`src/rtl/pmic_pwr_pkg.sv`:
```
package pmic_pwr_pkg;

    localparam int WAKE_N  = 4;
    localparam int SEQ_BIT = 16;

    typedef enum logic {
        PWR_OFF = 1'b0,
        PWR_ON  = 1'b1
    } pwr_state_e;

    typedef struct packed {
        logic              seq_en;
        logic [WAKE_N-1:0] act_low;
        logic [WAKE_N-1:0] enable;
    } pwr_cfg_t;

    localparam pwr_cfg_t CFG_RESET = '{seq_en: 1'b0, act_low: '0, enable: '0};

    function automatic pwr_cfg_t unpack_cfg(input logic [31:0] word);
        pwr_cfg_t c;
        c.seq_en  = word[SEQ_BIT];
        c.enable  = word[WAKE_N-1:0];
        c.act_low = word[2*WAKE_N-1:WAKE_N];
        return c;
    endfunction

endpackage

```
`src/rtl/pwr_cfg_reg.sv`:
```
module pwr_cfg_reg
    import pmic_pwr_pkg::*;
#(
    parameter int ADDR_W = 8,
    parameter int DATA_W = 32,
    parameter logic [ADDR_W-1:0] OFFSET = 8'h98
) (
    input  logic              clk,
    input  logic              rst,
    input  logic              we,
    input  logic [ADDR_W-1:0] addr,
    input  logic [DATA_W/8-1:0] be,
    input  logic [DATA_W-1:0] wdata,
    output pwr_cfg_t          cfg
);
    logic accept;

    assign accept = we && (addr == OFFSET) && (&be);

    always_ff @(posedge clk) begin
        if (rst)
            cfg <= CFG_RESET;
        else if (accept)
            cfg <= unpack_cfg(wdata[31:0]);
    end


    cfg_addr_ignore_chk: assert property (@(posedge clk) disable iff (rst)
        (we && addr != OFFSET) |=> $stable(cfg));


    cfg_part_ignore_chk: assert property (@(posedge clk) disable iff (rst)
        (we && !(&be)) |=> $stable(cfg));

endmodule

```
`src/rtl/wake_sync.sv`:
```
module wake_sync #(
    parameter int WIDTH  = 4,
    parameter int STAGES = 2
) (
    input  logic             clk,
    input  logic             rst,
    input  logic [WIDTH-1:0] pin_async,
    output logic [WIDTH-1:0] pin_sync
);
    genvar i;
    generate
        for (i = 0; i < WIDTH; i++) begin : g_bit
            logic [STAGES-1:0] chain;
            always_ff @(posedge clk) begin
                if (rst)
                    chain <= '0;
                else
                    chain <= {chain[STAGES-2:0], pin_async[i]};
            end
            assign pin_sync[i] = chain[STAGES-1];
        end
    endgenerate
endmodule

```
`src/rtl/wake_detect.sv`:
```
module wake_detect #(
    parameter int WIDTH = 4
) (
    input  logic [WIDTH-1:0] pin_sync,
    input  logic [WIDTH-1:0] act_low,
    input  logic [WIDTH-1:0] enable,
    output logic             wake_any
);
    logic [WIDTH-1:0] level_ok;

    always_comb begin
        level_ok = (pin_sync ^ act_low) & enable;
        wake_any = |level_ok;
    end
endmodule

```
`src/rtl/pwr_seq.sv`:
```
module pwr_seq
    import pmic_pwr_pkg::*;
(
    input  logic clk,
    input  logic rst,
    input  logic seq_en,
    input  logic alarm_hit,
    input  logic wake_any,
    output logic pwr_en,
    output logic wake_evt
);
    pwr_state_e state;

    always_ff @(posedge clk) begin
        if (rst) begin
            state    <= PWR_ON;
            wake_evt <= 1'b0;
        end else begin
            wake_evt <= 1'b0;
            if (!seq_en)
                state <= PWR_ON;
            else if (state == PWR_ON && alarm_hit)
                state <= PWR_OFF;
            else if (state == PWR_OFF && wake_any) begin
                state    <= PWR_ON;
                wake_evt <= 1'b1;
            end
        end
    end

    assign pwr_en = (state == PWR_ON);


    disarmed_on_chk: assert property (@(posedge clk) disable iff (rst)
        !seq_en |=> pwr_en);


    alarm_off_chk: assert property (@(posedge clk) disable iff (rst)
        (seq_en && pwr_en && alarm_hit) |=> !pwr_en);


    hold_off_chk: assert property (@(posedge clk) disable iff (rst)
        (seq_en && !pwr_en && !wake_any) |=> (!pwr_en && !wake_evt));


    evt_on_rise_chk: assert property (@(posedge clk) disable iff (rst)
        wake_evt |-> (pwr_en && !$past(pwr_en)));

endmodule

```
`src/rtl/pmic_pwr_ctrl.sv`:
```
module pmic_pwr_ctrl
    import pmic_pwr_pkg::*;
#(
    parameter int ADDR_W = 8,
    parameter int DATA_W = 32,
    parameter logic [ADDR_W-1:0] CTRL_OFFSET = 8'h98,
    parameter int SYNC_STAGES = 2
) (
    input  logic                clk,
    input  logic                rst,
    input  logic                cfg_we,
    input  logic [ADDR_W-1:0]   cfg_addr,
    input  logic [DATA_W/8-1:0] cfg_be,
    input  logic [DATA_W-1:0]   cfg_wdata,
    input  logic                alarm_hit,
    input  logic [WAKE_N-1:0]   wake_pin,
    output logic                pwr_en,
    output logic                wake_evt
);
    pwr_cfg_t          cfg;
    logic [WAKE_N-1:0] pin_sync;
    logic              wake_any;

    pwr_cfg_reg #(.ADDR_W(ADDR_W), .DATA_W(DATA_W), .OFFSET(CTRL_OFFSET)) u_cfg (
        .clk(clk), .rst(rst), .we(cfg_we), .addr(cfg_addr),
        .be(cfg_be), .wdata(cfg_wdata), .cfg(cfg)
    );

    wake_sync #(.WIDTH(WAKE_N), .STAGES(SYNC_STAGES)) u_sync (
        .clk(clk), .rst(rst), .pin_async(wake_pin), .pin_sync(pin_sync)
    );

    wake_detect #(.WIDTH(WAKE_N)) u_det (
        .pin_sync(pin_sync), .act_low(cfg.act_low),
        .enable(cfg.enable), .wake_any(wake_any)
    );

    pwr_seq u_seq (
        .clk(clk), .rst(rst), .seq_en(cfg.seq_en), .alarm_hit(alarm_hit),
        .wake_any(wake_any), .pwr_en(pwr_en), .wake_evt(wake_evt)
    );


    reset_state_chk: assert property (@(posedge clk)
        $past(rst) |-> (pwr_en && !wake_evt));

endmodule

```
`config.mk`:
```
export PLATFORM = sky130hd
export DESIGN_NAME = pmic_pwr_ctrl
export DESIGN_NICKNAME = d
export VERILOG_FILES = /design/src/rtl/pmic_pwr_pkg.sv /design/src/rtl/pwr_cfg_reg.sv /design/src/rtl/wake_sync.sv /design/src/rtl/wake_detect.sv /design/src/rtl/pwr_seq.sv /design/src/rtl/pmic_pwr_ctrl.sv
export SDC_FILE = /design/constraint.sdc
export NUM_CORES = 1
export LEC_CHECK = 0
export CAP_MARGIN = 20
export CELL_PAD_IN_SITES_DETAIL_PLACEMENT = 1
export CELL_PAD_IN_SITES_GLOBAL_PLACEMENT = 2
export CORE_MARGIN = 2
export CORE_UTILIZATION = 17
export CTS_CLUSTER_SIZE = 8
export DETAILED_ROUTE_END_ITERATION = 16
export MAX_ROUTING_LAYER = met4
export PLACE_DENSITY = 0.8
export SLEW_MARGIN = 10
export SYNTH_ARGS = -nofsm -noshare
export SYNTH_HDL_FRONTEND = slang
export SYNTH_SLANG_ARGS = --single-unit
export TNS_END_PERCENT = 10
```
`constraint.sdc`:
```
create_clock -name clk -period 2.1 [get_ports clk]
set_clock_uncertainty 0.2 [all_clocks]
set_input_delay 0.42 -clock clk [delete_from_list [all_inputs] [get_ports clk]]
set_output_delay 0.42 -clock clk [all_outputs]
set_load 0.02 [all_outputs]
```
==> results_dict.tcl <==
set metrics [dict create \
    status "completed" \
    core-area_um2 3940 \
    async_flop_share_pct 0 \
    io_buffer_count 30 \
    setup_viol 0 \
    die_h_um 67.5 \
    slew_headroom_pct 80.5 \
    grt_pass1_wl_mm 2.62 \
    ant_nets 0 \
    cts.sinks 19 \
    drive_above_1_share_pct 8.16 \
    tightest_slew_ns 0.292 \
    crit_path_end_kind "register" \
    die_x_um 67.5 \
    peakVddDrop_uv 222 \
    cts.clk_slew.worst_paths_ns 0.06 \
    grt_setup_unrepaired "no" \
    htreeDepth 1 \
    cts_tree "built" \
    hold_path_class "register to register" \
    cts-root-buf "clkbuf_8" \
    regArea_um2 380 \
    synth_enable_flop_cells 0 \
    start_util_pct 17.4 \
    maxCapViolCount 0 \
    placed_cell_area_um2 1060 \
    crit_fanout 4 \
    grt_usage_pct 8.11 \
    period_share_pct 93.1 \
    wl_per_cell_um 11.5 \
    dominantRegCellSynth "dfxtp_1" \
    drt-pass1-iter-count 2 \
    fin_area_um2 1140 \
    synth_area_um2 684 \
    cp.arrival_ns 1.90 \
    hold_violations 0 \
    cts_inserted_buffers 3 \
    synth_nets 115 \
    min_period_ns 1.95 \
    path_class "input port to register" \
    synthTopCellsByArea "dfxtp_1 (56%), mux2i_1 (13%), nor2b_1 (7.3%), xor2_1 (5.1%), nor2_1 (4.9%)" \
    clk_path_buf_depth 2 \
    fin_hold_ws_ns 0.242 \
    num_rows 23 \
    powerDensity_nw_per_um2 599 \
    diodes 0 \
    syn_area_per_cell_um2 10.9 \
    dieArea_um2 4550 \
    yosysMostFrequentCell "dfxtp_1" \
    yosys_warnings 0 \
    netlist.area_leader.share_pct 55.6 \
    drt_iter0_drc 4 \
    finalMaxSlewViolations 0 \
    crit_required_ns 2.04 \
    multi_input_area_um2 312 \
    setup_tns_ns 0 \
    layout.nets 151 \
    grt_max_degree 11 \
    synth_common_cells "dfxtp_1 (19), mux2i_1 (9), nor2_1 (9)" \
    dr_total_vias 550 \
    antenna_found_initial 0 \
    viasPerCell 3.72 \
    syn_inst 63 \
    leakage_nw 0.452 \
    insertion_delay_ns 0.24 \
    yosysTopAreaCell "dfxtp_1" \
    p_total_uw 680 \
    fmax_ghz 0.512 \
    ios 54 \
    grt_pass1_vias 636 \
    drt_wl_total_mm 1.70 \
    gp_congestion 0.631 \
    drc 0 \
    hold_buffers 0 \
    synth_cell_type_count 17 \
    grt.overflow.total 0 \
    startpoint_type "input port" \
    nFillCells 451 \
    ys_seq_area_share_pct 55.6 \
    syn2layout_area_growth_pct 66.0 \
    synth-seq-cells 19 \
]
[layout by cell type (no fill, tap or decap), types with 3 or more instances in the layout]
master and count:
xor2_1 4, clkdlybuf4s50_1 26, nor2_1 9, dfxtp_1 19, mux2i_1 9, nor2b_1 8, clkbuf_8 3, dlymetal6s2s_1 4
[per-layer routing]
| layer | vias to the layer above | part of all wire, % | GRT usage [%] |
|---|---|---|---|
| li1 | 282 | - | - |
| met1 | 243 | 38 | 7.50 |
| met2 | 25 | 51 | 15.2 |
| met3 | 0 | 11 | 3.33 |
| met4 | 0 | 0 | 2.30 |
| met5 | - | 0 | - |
[registers in the layout (all words and copies together), names as in the netlist]
| signal | count |
|---|---|
| u_seq.wake_evt | 1 |
| u_seq.pwr_en | 1 |
| u_sync.g_bit.chain | 8 |
| u_cfg.cfg | 9 |
[critical path, cell delays in order]
cell and delay, ns:
dlymetal6s2s_1 0.13, or4b_4 0.55, nor4_4 0.34, buf_4 0.20, mux2i_1 0.20, nor2_1 0.06
[layout make-up]
class                   count  area share [%]
clock buffers               4            3.96
multi-input cells          42            27.4
flip-flops and latches     19            33.5
well taps                  50            5.51
repair buffers             33            29.6
[final timing paths]
kind | from | end | slack [ns] | cells after the start
setup reg to reg | u_cfg.cfg[5] | u_seq.pwr_en | 0.79 | 4
hold reg to reg | u_sync.g_bit[3].chain[0] | u_sync.g_bit[3].chain[1] | 0.24 | 1
hold / removal | u_sync.g_bit[3].chain[0] | u_sync.g_bit[3].chain[1] | 0.24 | 1
setup / recovery | cfg_addr[2] | u_cfg.cfg[2] | 0.15 | 6
[repair_timing]
| action | CTS | global route |
|---|---|---|
| gates cloned | 1 | 0 |
| setup buffers | 0 | 0 |
| gates resized for setup | 5 | 4 |
| endpoints found under the hold margin | 0 | 0 |
| setup endpoints to repair | 9 | 9 |
| pin swaps | 2 | 3 |
[cells by family after synthesis]
| family | share of synthesized area, % |
|---|---|
| AND/OR/NAND/NOR | 20.1 |
| AO/OA/AOI/OAI | 4.39 |
| flip-flops | 55.6 |
| buffers and inverters | 1.65 |
| multiplexers | 13.2 |
| XOR/XNOR | 5.12 |
[through the flow]
stage               utilization (%)  setup WS, ns  instances
detailed placement             26.8        -0.400        143
floorplan                         -         0.120         63
CTS                            28.6       0.00686        148
global placement               26.8        -0.345        143
finish                         28.8         0.146        148
global route                   28.8        0.0741        148
[where the power goes]
| part | total [mW] | switching (mW) | internal (mW) |
|---|---|---|---|
| Combinational | 0.0710 | 0.0181 | 0.0529 |
| Clock | 0.240 | 0.106 | 0.134 |
| Sequential | 0.369 | 0.00199 | 0.367 |
| Total | 0.680 | 0.126 | 0.555 |
Note: power is estimated with default switching activity, not from simulation.
